$ cat src/rtl/wfi_pkg.sv
package wfi_pkg;
  localparam int NUM_SLOTS = 2;
  typedef logic [NUM_SLOTS-1:0] slot_vec_t;
  typedef enum logic {SLOT_EVEN = 1'b0, SLOT_ODD = 1'b1} slot_e;
endpackage

$ cat src/rtl/wfi_frame_ctr.sv
module wfi_frame_ctr #(
  parameter int QUARTERS = 4,
  parameter int QW       = 2
) (
  input  logic          clk_i,
  input  logic          rst_ni,
  output logic [QW-1:0] quarter_o,
  output logic          half_o,
  output logic          win_end_o
);
  logic [QW-1:0] q_q;
  logic          half_q;

  assign win_end_o = (q_q == QW'(QUARTERS-1));
  assign quarter_o = q_q;
  assign half_o    = half_q;

  always_ff @(posedge clk_i or negedge rst_ni) begin
    if (!rst_ni) begin
      q_q    <= '0;
      half_q <= 1'b0;
    end else if (win_end_o) begin
      q_q    <= '0;
      half_q <= ~half_q;
    end else begin
      q_q    <= q_q + 1'b1;
    end
  end
endmodule

$ cat src/rtl/wfi_slot.sv
module wfi_slot #(
  parameter int INSTR_W       = 8,
  parameter int SWITCH_CYCLES = 40,
  parameter int SW_W          = 6
) (
  input  logic               clk_i,
  input  logic               rst_ni,
  input  logic               load_i,
  input  logic [INSTR_W-1:0] ninstr_i,
  input  logic               grant_i,
  input  logic               retire_i,
  input  logic               clause_sw_i,
  output logic               busy_o,
  output logic               eligible_o,
  output logic               rem_zero_o
);
  logic               busy_q;
  logic [INSTR_W-1:0] rem_q;
  logic [SW_W-1:0]    sw_q;

  assign busy_o     = busy_q;
  assign rem_zero_o = (rem_q == '0);
  assign eligible_o = busy_q && !rem_zero_o && (sw_q == '0);

  always_ff @(posedge clk_i or negedge rst_ni) begin
    if (!rst_ni) begin
      busy_q <= 1'b0;
      rem_q  <= '0;
    end else if (load_i) begin
      busy_q <= 1'b1;
      rem_q  <= ninstr_i;
    end else begin
      if (retire_i) busy_q <= 1'b0;
      if (grant_i)  rem_q  <= rem_q - 1'b1;
    end
  end

  // clause switch: no issue until the count drains
  always_ff @(posedge clk_i or negedge rst_ni) begin
    if (!rst_ni)            sw_q <= '0;
    else if (clause_sw_i)   sw_q <= SW_W'(SWITCH_CYCLES);
    else if (sw_q != '0)    sw_q <= sw_q - 1'b1;
  end
endmodule

$ cat src/rtl/wfi_issue_pipe.sv
module wfi_issue_pipe (
  input  logic clk_i,
  input  logic rst_ni,
  input  logic win_end_i,
  input  logic grant_any_i,
  output logic rd_act_o,
  output logic ex_act_o
);
  always_ff @(posedge clk_i or negedge rst_ni) begin
    if (!rst_ni) begin
      rd_act_o <= 1'b0;
      ex_act_o <= 1'b0;
    end else if (win_end_i) begin
      rd_act_o <= grant_any_i;
      ex_act_o <= rd_act_o;
    end
  end
endmodule

$ cat src/rtl/wave_interleave_seq.sv
module wave_interleave_seq #(
  parameter int QUARTERS      = 4,
  parameter int INSTR_W       = 8,
  parameter int SWITCH_CYCLES = 40,
  localparam int QW   = (QUARTERS > 1) ? $clog2(QUARTERS) : 1,
  localparam int SW_W = $clog2(SWITCH_CYCLES + 1)
) (
  input  logic               clk_i,
  input  logic               rst_ni,
  input  logic               wf_load_i,
  input  logic               wf_slot_i,
  input  logic [INSTR_W-1:0] wf_ninstr_i,
  input  logic [1:0]         slot_stall_i,
  input  logic [1:0]         clause_sw_i,
  output logic [1:0]         load_ready_o,
  output logic [1:0]         wf_done_o,
  output logic               rd_valid_o,
  output logic               rd_slot_o,
  output logic [QW-1:0]      rd_quarter_o,
  output logic               ex_valid_o,
  output logic               ex_slot_o,
  output logic [QW-1:0]      ex_quarter_o
);
  import wfi_pkg::*;

  logic [QW-1:0] quarter;
  logic          half;
  logic          win_end;
  logic          rd_act;
  logic          ex_act;
  logic          next_rd_slot;
  slot_vec_t     busy, eligible, rem_zero, grant, retire, load_acc;

  wfi_frame_ctr #(.QUARTERS(QUARTERS), .QW(QW)) u_frame (
    .clk_i     (clk_i),
    .rst_ni    (rst_ni),
    .quarter_o (quarter),
    .half_o    (half),
    .win_end_o (win_end)
  );

  // slot owning the next read window is the one executing now
  assign next_rd_slot = ~half;

  for (genvar s = 0; s < NUM_SLOTS; s++) begin : g_slot
    assign grant[s]  = win_end && (next_rd_slot == 1'(s)) && eligible[s] && !slot_stall_i[s];
    assign retire[s] = win_end && ex_act && (ex_slot_o == 1'(s)) && rem_zero[s];
    assign load_ready_o[s] = !busy[s] || retire[s];
    assign load_acc[s] = wf_load_i && (wf_slot_i == 1'(s)) && load_ready_o[s]
                         && (wf_ninstr_i != '0);

    wfi_slot #(.INSTR_W(INSTR_W), .SWITCH_CYCLES(SWITCH_CYCLES), .SW_W(SW_W)) u_slot (
      .clk_i       (clk_i),
      .rst_ni      (rst_ni),
      .load_i      (load_acc[s]),
      .ninstr_i    (wf_ninstr_i),
      .grant_i     (grant[s]),
      .retire_i    (retire[s]),
      .clause_sw_i (clause_sw_i[s]),
      .busy_o      (busy[s]),
      .eligible_o  (eligible[s]),
      .rem_zero_o  (rem_zero[s])
    );
  end

  wfi_issue_pipe u_pipe (
    .clk_i       (clk_i),
    .rst_ni      (rst_ni),
    .win_end_i   (win_end),
    .grant_any_i (|grant),
    .rd_act_o    (rd_act),
    .ex_act_o    (ex_act)
  );

  assign wf_done_o    = retire;
  assign rd_valid_o   = rd_act;
  assign rd_slot_o    = half;
  assign rd_quarter_o = quarter;
  assign ex_valid_o   = ex_act;
  assign ex_slot_o    = ~half;
  assign ex_quarter_o = quarter;
endmodule

$ cat config.mk
export PLATFORM = sky130hd
export DESIGN_NAME = wave_interleave_seq
export DESIGN_NICKNAME = d
export VERILOG_FILES = /design/src/rtl/wfi_pkg.sv /design/src/rtl/wfi_frame_ctr.sv /design/src/rtl/wfi_slot.sv /design/src/rtl/wfi_issue_pipe.sv /design/src/rtl/wave_interleave_seq.sv
export SDC_FILE = /design/constraint.sdc
export NUM_CORES = 1
export LEC_CHECK = 0
export BUFFER_PORTS_ARGS = -buffer_cell sky130_fd_sc_hd__buf_4
export CAP_MARGIN = 20
export CORE_UTILIZATION = 49
export CTS_CLUSTER_SIZE = 12
export DETAILED_ROUTE_END_ITERATION = 8
export PLACE_DENSITY = 0.7
export SYNTH_ARGS = -nofsm -noshare
export SYNTH_HDL_FRONTEND = slang
export SYNTH_SLANG_ARGS = --single-unit
$ cat constraint.sdc
create_clock -name clk_i -period 2.5 [get_ports clk_i]
set_input_delay 0.25 -clock clk_i [delete_from_list [all_inputs] [get_ports clk_i]]
set_output_delay 0.25 -clock clk_i [all_outputs]
set_load 0.01 [all_outputs]
---- Word level (Yosys, flattened, before mapping) ----
Cells that the tools add are included.
storage, ports and cells
  word-level logic and storage cells ...... 74
  input bits .............................. 16
  output and inout bits ................... 12
  register bits ........................... 35
cells by class
  add/subtract/negate cells ............... 5
  reductions and logical operators ........ 43
  bitwise gates (word level) .............. 2
  equal/unequal tests ..................... 1
  mux-type cells .......................... 13
operators by type and width
  cell                   number
  $mux W8                4
  $mux W6                4
  $logic_and A1 B1 Y1    21
  $logic_not A8 Y1       2
  $sub A8 B1 Y8 const B  2
  $logic_not A6 Y1       2
  $reduce_bool A2 Y1     6
  $reduce_bool A6 Y1     2
  $sub A6 B1 Y6 const B  2
  $reduce_bool A8 Y1     1
  $logic_not A1 Y1       6
  $mux W1                4
  $add A2 B1 Y2 const B  1
  $eq A2 B2 Y1 const B   1
  $logic_or A1 B1 Y1     2
  $mux W2                1
  $not A1 Y1             2
  $reduce_or A2 Y1       1

---- Depth between registers and ports, before layout ----
Gate-level depths: netlist of the first run.
  depth in word-level cells ............... 8
  depth in mapped cells ................... 10
  mapped depth without buffers ............ 7

---- By module ----
Synthesis of the first run repeated with hierarchy kept, for this count alone.
second synthesis, totals
  cell total of the unflattened synthesis .. 215
  area total of the unflattened synthesis .. 2038.2 um^2
by module, submodules not included
  module               cells each  sequential area each (um^2)  instances  area each (um^2)
  wfi_slot             93          375.4                        2          868.3
  wave_interleave_seq  18          0.0                          1          116.4
  wfi_frame_ctr        7           75.1                         1          112.6
  wfi_issue_pipe       4           50.0                         1          72.6

---- Least setup slack after synthesis of the first run ----
OpenSTA, ideal clock, no wires.
  path type ............................... register -> register
  from .................................... register g_slot[1].u_slot.rem_q[0]
  to ...................................... register g_slot[1].u_slot.rem_q[4]
  data required time ...................... 2.374 ns
  setup time .............................. 0.126 ns
  data arrival time ....................... 2.151 ns
  path buffers ............................ 1
  cell stages (with the launch flop) ...... 8
  path slack .............................. 0.223 ns
  clock period less this slack ............ 2.277 ns
  cell sequence ........................... dfrtp_1 inv_1 ha_1 or4b_1 buf_2 o31a_4 o311a_1 a221o_1
between the ends
  longest elaborated chain between the ends .. 7
  elaborated cells on any way between the ends .. 14
  those cells by class .................... add/sub (1); mux (2); reduce/logical (11)
RTL lines
  what                                                   RTL line        text
  start, declared                                        wfi_slot.sv:18  logic [INSTR_W-1:0] rem_q;
  start signal, assigned                                 wfi_slot.sv:31  rem_q <= ninstr_i;
  start signal, assigned                                 wfi_slot.sv:34  if (grant_i) rem_q <= rem_q - 1'b1;
  branches (longest 7 deep; another with $sub A8 B1 Y8)  -
Parallel ways; which one is timed is not known. The select of a mux whose other input is x is not followed.
A chain may end at the register's enable or synchronous reset.

---- Worst setup path in the final report of the first run ----
  from .................................... register g_slot[1].u_slot.rem_q[0]
  to ...................................... output load_ready_o[1]
between the ends
  longest elaborated chain between the ends .. 3
RTL lines
  what                 RTL line                   text
  $logic_not A8 Y1     wfi_slot.sv:22             assign rem_zero_o = (rem_q == '0);
  $logic_and A1 B1 Y1  wave_interleave_seq.sv:47  assign retire[s] = win_end && ex_act && (ex_slot_o == 1'(s)) && rem_zero[s];
  $logic_or A1 B1 Y1   wave_interleave_seq.sv:48  assign load_ready_o[s] = !busy[s] || retire[s];
  end, declared        wave_interleave_seq.sv:15  output logic [1:0] load_ready_o,
No other way between the ends.

==> run metrics, run 1 <==
DRC Markers=0; reg2reg end=g_slot[1].u_slot.rem_q[4]; Pleak=0.00108 µW; cell area after synthesis=2080 µm²; share of layout cells above drive strength 1=21.3%; Worst path max stage delay=0.50 ns; drt pass-1 iters=4; ant diodes=0; crit-path cells=inv_1 > ha_1 > or4b_1 > o31a_4 > inv_1 > buf_4; vias in the first global route=1728; Buf/Inv on CP=3; Worst slew margin=65.4%; Worst Hold Class=in2reg; Finish-stage setup viols=0; VDD IR-drop max=~280 µV; Critical Path Sink Type=primary output; fin crit share=95.2%; clock buffer depth=2; Skew-Pair Late Insertion Delay=0.29 ns; Crit Reg-Reg Startpoint=g_slot[1].u_slot.rem_q[0]; pin count of the biggest net entering global routing=36; initial core utilization=around half; Worst path top cell family by delay=simple AND/OR/NAND/NOR gates; Nets=280; Post-Layout Cell Count=308; core area=4030 µm²; Synth Register Bits=35; first-iteration detailed-routing DRC count=about 120; Synthesized Nets=244; Max Cap Viol=0; CP arrival=between 2 and 2.5 ns; GR Overflow Total=0; worst hold stages=2; CTS root buffer=clkbuf_8; first-pass GRT wire length=8050 µm; die height=67.1 µm; row cnt=23; final hold viol count=0; total CTS buffers=5; placed cell count=297; Layout area overhead=18.8%; PnR Total Power=1410 µW; drt via density=between 5 and 6; clock slew at reported path FFs=roughly 0.08 ns; crit path kind=reg2out; GPL Wtd Cong=around 0.8; Tot GR Track Use=23.8%; Final min period=2.38 ns; Post-synth ARST share=between 90% and 100%; Die Wd=67.1 µm; I/O Buffers=27; worst hold start=clause_sw_i[1]; I/O pin total=28; Slew Limit Fails=0; Mapped Avg Cell Area=approximately 9.4 µm²; Max Fclk=420 MHz; DIE AREA=4510 µm²; power density over the cells=571 nW/µm²; Setup TNS Final=0 ns; H-Tree Depth=2; CP most frequent cell=inv_1; crit start category=register; Hold Path Sink=g_slot[1].u_slot.sw_q[0]; library cells used by synthesis=49; Worst Path Required=between 2 and 2.5 ns; Top FF cell, synth=dfrtp_1; RSZ-0062 raised after global routing=false; run status=finished clean; Post-synth EDFFs=0; Tightest Pin Transition=0.506 ns; CTS sink cnt=35; antenna violations before repair=0; Clock Skew=slightly below 0.008 ns; fraction of the yosys area taken by sequential cells=42.1%; Reg2Reg Depth=6; Gate Count Post-Synth=221; Synth warnings=0; filler cell count=337; via count=1799; TritonCTS clock tree=built; WL/cell=15.3 µm; Detail Placement HPWL=3460 µm; remaining antenna violation count=0; largest fanout on the critical path=8; PostCTS Resize Cnt=0; Crit-path slowest cell=or4b_1; setup slack, reg-to-reg=0.17 ns; WL final=4720 µm
## cell families (layout without fill, tap and decap cells)
family                   Yosys count  count (layout)  share of synthesized area, %
XOR/XNOR                           7               7                          2.95
AO/OA/AOI/OAI                     47              47                          17.7
AND/OR/NAND/NOR                   94              94                          25.5
multiplexers                       3               3                          1.50
buffers and inverters             28              65                          6.02
adder cells (fa/ha/maj)            7               7                          4.21
flip-flops                        35              35                          42.1
## timing repair
| item | 4_1_cts | 5_1_grt |
|---|---|---|
| setup buffers | 0 | 2 |
| hold buffers | 1 | 0 |
| endpoints found under the hold margin | 35 | 0 |
| endpoints found under the setup margin | 0 | 2 |
## layout by cell type (no fill, tap or decap), types with 2 or more instances in the layout
cell      count
ha_1          7
or4b_1        2
xor2_1        4
xnor2_1       3
nand4b_1      2
o21ai_0       3
o211ai_1      3
nand3_1       3
or3_1         9
buf_4        40
o31ai_1       8
clkinv_2      3
nor3_1       20
or4_1         9
dfrtp_1      35
nand2_1       8
nand3b_1      2
a221o_1       5
clkbuf_8      5
or2_2         2
a31oi_1       9
mux2i_1       2
a21oi_1       3
inv_1        15
a211oi_1      4
o41a_1        2
nor2_1       19
nand2b_1      9
## synth_stat cells (all sizes together), types with 3 or more instances
master	count	area, µm²
dfrtp	35	876
nor3	21	110
nor2	19	71.3
inv	16	60.1
a31oi	9	56.3
nand2b	9	56.3
or3	9	56.3
or4	9	67.6
buf	8	50.1
nand2	8	30.0
o31ai	8	60.1
ha	7	87.6
a221o	5	50.1
a211oi	4	30.0
clkbuf	4	15.0
xor2	4	35.0
a21oi	3	15.0
nand3	3	15.0
o211ai	3	22.5
o21ai	3	15.0
xnor2	3	26.3
## sequential cells by signal, summed over array words and instances, names as in the netlist
register / flops
g_slot.u_slot.rem_q: 16
g_slot.u_slot.sw_q: 12
g_slot.u_slot.busy_o: 2
u_frame.quarter_o: 2
u_frame.half_o: 1
u_pipe.ex_act_o: 1
u_pipe.rd_act_o: 1
## metal layers
metal	vias to the layer above	track usage (%)	wire (µm)
met1	851	32.0	2260
met4	0	9.31	59
met5	-	0	0
li1	896	-	-
met3	5	4.56	223
met2	47	37.6	2170
## power by group
| part | leakage (µW) | internal, µW | switching, µW |
|---|---|---|---|
| logic | 0.000608 | 152 | 156 |
| clock network | 0.0000477 | 191 | 212 |
| registers | 0.000426 | 631 | 70.4 |
## worst max path at each step
stage	slack, ns	end	cells past startpoint	from
floorplan	0.22	g_slot[1].u_slot.rem_q[4]	7	g_slot[1].u_slot.rem_q[0]
global placement	0.24	g_slot[0].u_slot.rem_q[7]	7	g_slot[0].u_slot.rem_q[0]
detailed placement	0.16	g_slot[0].u_slot.rem_q[7]	7	g_slot[0].u_slot.rem_q[0]
CTS	0.06	load_ready_o[0]	6	g_slot[0].u_slot.rem_q[0]
global route	0.04	load_ready_o[1]	6	g_slot[1].u_slot.rem_q[0]
finish	0.12	load_ready_o[1]	6	g_slot[1].u_slot.rem_q[0]
## per-stage QoR
step	setup slack (ns)	utilization, %	instance area [µm²]	hold WS, ns
floorplan	0.223	-	2080	-0.0456
global placement	0.237	58.6	2360	0.228
detailed placement	0.157	58.6	2360	0.231
CTS	0.0618	61.0	2460	0.147
global route	0.0442	61.3	2470	0.158
finish	0.119	61.3	2470	0.152
## cell type report
type / instances / area [µm²] / area share, %
clock buffer: 5 / 68.8 / 2.78
multi-input combinational: 158 / 1080 / 43.6
timing repair buffer: 41 / 310 / 12.6
clock inverter: 3 / 15.0 / 0.608
inverter: 16 / 60.1 / 2.43
tap: 50 / 62.6 / 2.53
sequential: 35 / 876 / 35.4
Power figures use the tool's default switching activity.
==> run 2, diff against run 1 <==
--- a/config.mk
+++ b/config.mk
@@ -7,6 +7,7 @@
 export LEC_CHECK = 0
 export BUFFER_PORTS_ARGS = -buffer_cell sky130_fd_sc_hd__buf_4
 export CAP_MARGIN = 20
+export CORE_ASPECT_RATIO = 0.75
 export CORE_UTILIZATION = 49
 export CTS_CLUSTER_SIZE = 12
 export DETAILED_ROUTE_END_ITERATION = 8
==> run 2 against run 1 <==
Compared with the run above:
- sequential share of layout area shrank 0.44 points
- via count grew 2.3%
- wire length grew 2.1%
- sequential power is essentially flat
- critical path type unchanged
- critical endpoint is now wf_done_o[1]
- largest cell class unchanged
- largest power group unchanged
==> run metrics, run 2 (synthesized netlist as in run 1, its figures left out) <==
Post-Layout Cell Count=311 (+0.97%); H-Tree Depth=2 (unchanged); clock slew at reported path FFs=0.07 ns (about the same); Pint=1100 µW (+13%); crit path kind=reg2out; Max Fclk=419 MHz (-0.34%); Pleak=0.00108 µW (+0.28%); CTS root buffer=clkbuf_8; VDD IR-drop max=294 µV (+5.9%); Slew Limit Fails=0 (unchanged); GRT busiest layer=met1; share of layout cells above drive strength 1=21.1% (-0.22 points); most frequent cells in the layout=buf_4 (38), dfrtp_1 (35), nor3_1 (20); Max Cap Viol=0 (unchanged); TritonCTS clock tree=built; Reg2Reg Depth=6 (unchanged); I/O Buffers=27 (unchanged); power density over the cells=615 nW/µm² (+7.7%); Hold Path Sink=g_slot[1].u_slot.sw_q[0]; Worst Path Required=2.25 ns (about the same); ant diodes=0 (unchanged); crit-path cells=inv_1 > ha_1 > or4b_1 > buf_4 > nor3_1 > buf_4; RSZ-0062 raised after global routing=false; Placed Area=2370 µm² (+0.26%); CP most frequent cell=buf_4; biggest regs=g_slot.u_slot.rem_q: 16 flops, g_slot.u_slot.sw_q: 12 flops; Setup TNS Final=0 ns (unchanged); CP arrival=2.14 ns (about the same); Finish-stage setup viols=0 (unchanged); via count=1841 (+2.3%); WHS=0.155 ns (+0.00291 ns); GRT met2 Usage=34.1% (-3.5 points); Skew-Pair Late Insertion Delay=0.29 ns (about the same); Sw Pwr=435 µW (-0.79%); Critical Path Sink Type=primary output; first-iteration detailed-routing DRC count=87 (-24%); core area=4050 µm² (+0.62%); GPL Wtd Cong=0.850 (+3.4%); initial core utilization=51.3% (-0.32 points); GR Overflow Total=0 (unchanged); fin crit share=95.6% (+0.33 points); filler cell count=369 (+9.5%); Crit-path slowest cell=or4b_1; WL final=4820 µm (+2.1%); sw frac=28.3% (-2.8 points); clock power share=34.6% (+6.1 points); clock buffer depth=2 (unchanged); Final min period=2.39 ns (+0.00819 ns); max reg flops=16 (unchanged); crit start category=register; Clock Skew=0.00593 ns (-0.00197 ns); Nets=278 (-0.71%); Worst path max stage delay=0.50 ns (about the same); M1 GR Usage=35.5% (+3.5 points); reg2reg end=g_slot[1].u_slot.rem_q[4]; min setup slack post-route=0.111 ns (-0.00819 ns); Tightest Pin Transition=0.531 ns (+0.0248 ns); Setup WS pre-CTS=0.161 ns (+0.00459 ns); Die Wd=77.2 µm (+15%); worst hold start=clause_sw_i[1]; die height=58.4 µm (-13%); met3 usage=4.34% (-0.22 points); Worst Hold Class=in2reg; drt via density=5.92 (+1.3%); WL/cell=15.5 µm (+1.1%); Seq pwr share=45.4% (-4.3 points); drt pass-1 iters=4 (unchanged); Worst slew margin=64.5% (-0.91 points); largest fanout on the critical path=6 (-2); Top reg by flops=g_slot.u_slot.rem_q; vias in the first global route=1672 (-3.2%); Detail Placement HPWL=3550 µm (+2.4%); Crit Reg-Reg Startpoint=g_slot[1].u_slot.rem_q[0]; remaining antenna violation count=0 (unchanged); I/O pin total=28 (unchanged); total CTS buffers=5 (unchanged); combinational power share=20.0% (-1.8 points); worst hold stages=2 (unchanged); row cnt=20 (-13%); commonest non-fill, non-tap cell in the layout=buf_4; # Post-CTS Setup Buffers=0 (unchanged); setup slack, reg-to-reg=0.16 ns (about the same); Buf/Inv on CP=3 (unchanged); antenna violations before repair=0 (unchanged); placed cell count=302 (+1.7%); final hold viol count=0 (unchanged); first-pass GRT wire length=8160 µm (+1.4%); run status=finished clean; DIE AREA=4510 µm² (about the same); pin count of the biggest net entering global routing=36 (unchanged); Tot GR Track Use=23.2% (-0.60 points); DRC Markers=0 (unchanged); CTS sink cnt=35 (unchanged); Worst path top cell family by delay=simple AND/OR/NAND/NOR gates; final instance area=2500 µm² (+1.3%); Layout area overhead=20.3%
==> run 2: worst max-delay path by stage <==
stage / endpoint / depth (start not counted) / from
floorplan: g_slot[1].u_slot.rem_q[4] / 7 / g_slot[1].u_slot.rem_q[0]
finish: wf_done_o[1] / 6 / g_slot[1].u_slot.rem_q[0]
global route: wf_done_o[1] / 6 / g_slot[1].u_slot.rem_q[0]
global placement: g_slot[1].u_slot.rem_q[4] / 6 / g_slot[1].u_slot.rem_q[0]
CTS: load_ready_o[1] / 6 / g_slot[1].u_slot.rem_q[0]
detailed placement: g_slot[1].u_slot.rem_q[3] / 5 / u_frame.quarter_o[0]
==> run 2: repair_timing <==
item	in CTS	in global routing
endpoints found under the hold margin	35	0
hold buffers	1	0
gates resized for setup	0	1
endpoints found under the setup margin	0	3
==> run 2: power groups by stage <==
stage	clock, µW	sequential (µW)	combinational, µW
after floorplan	0	691	212
after global placement	0	708	301
after detailed placement	0	710	304
after CTS	541	699	307
after global routing	567	711	348
final	533	699	307
==> run 2: stage by stage <==
step	util, %	power [µW]
2_1_floorplan	-	904
3_3_place_gp	58.4	1010
3_5_place_dp	58.4	1010
4_1_cts	61.6	1550
5_1_grt	61.7	1630
6_report	61.7	1540
==> run 2: worst register-to-register path: cells and delay by family, from the launching register on <==
family                     cells  cell delay (ns)
DFF                            1             0.42
AOI/OAI and AO/OA              3             1.04
and+or+nand+nor                1             0.50
buffers and inverters          1             0.07
adders and majority gates      1             0.20
==> run 2: cell type report <==
| class | instances | area, µm² | area share (%) |
|---|---|---|---|
| inverter | 16 | 60.1 | 2.40 |
| sequential | 35 | 876 | 35.0 |
| clock buffer | 6 | 82.6 | 3.30 |
| clock inverter | 2 | 35.0 | 1.40 |
| tap | 55 | 68.8 | 2.75 |
| multi-input combinational | 158 | 1080 | 43.3 |
| timing repair buffer | 39 | 295 | 11.8 |
==> run 2: per-layer routing <==
layer	vias to the layer above	routed length [µm]
met4	0	25
li1	889	-
met2	54	2000
met5	-	0
met1	893	2480
met3	5	306
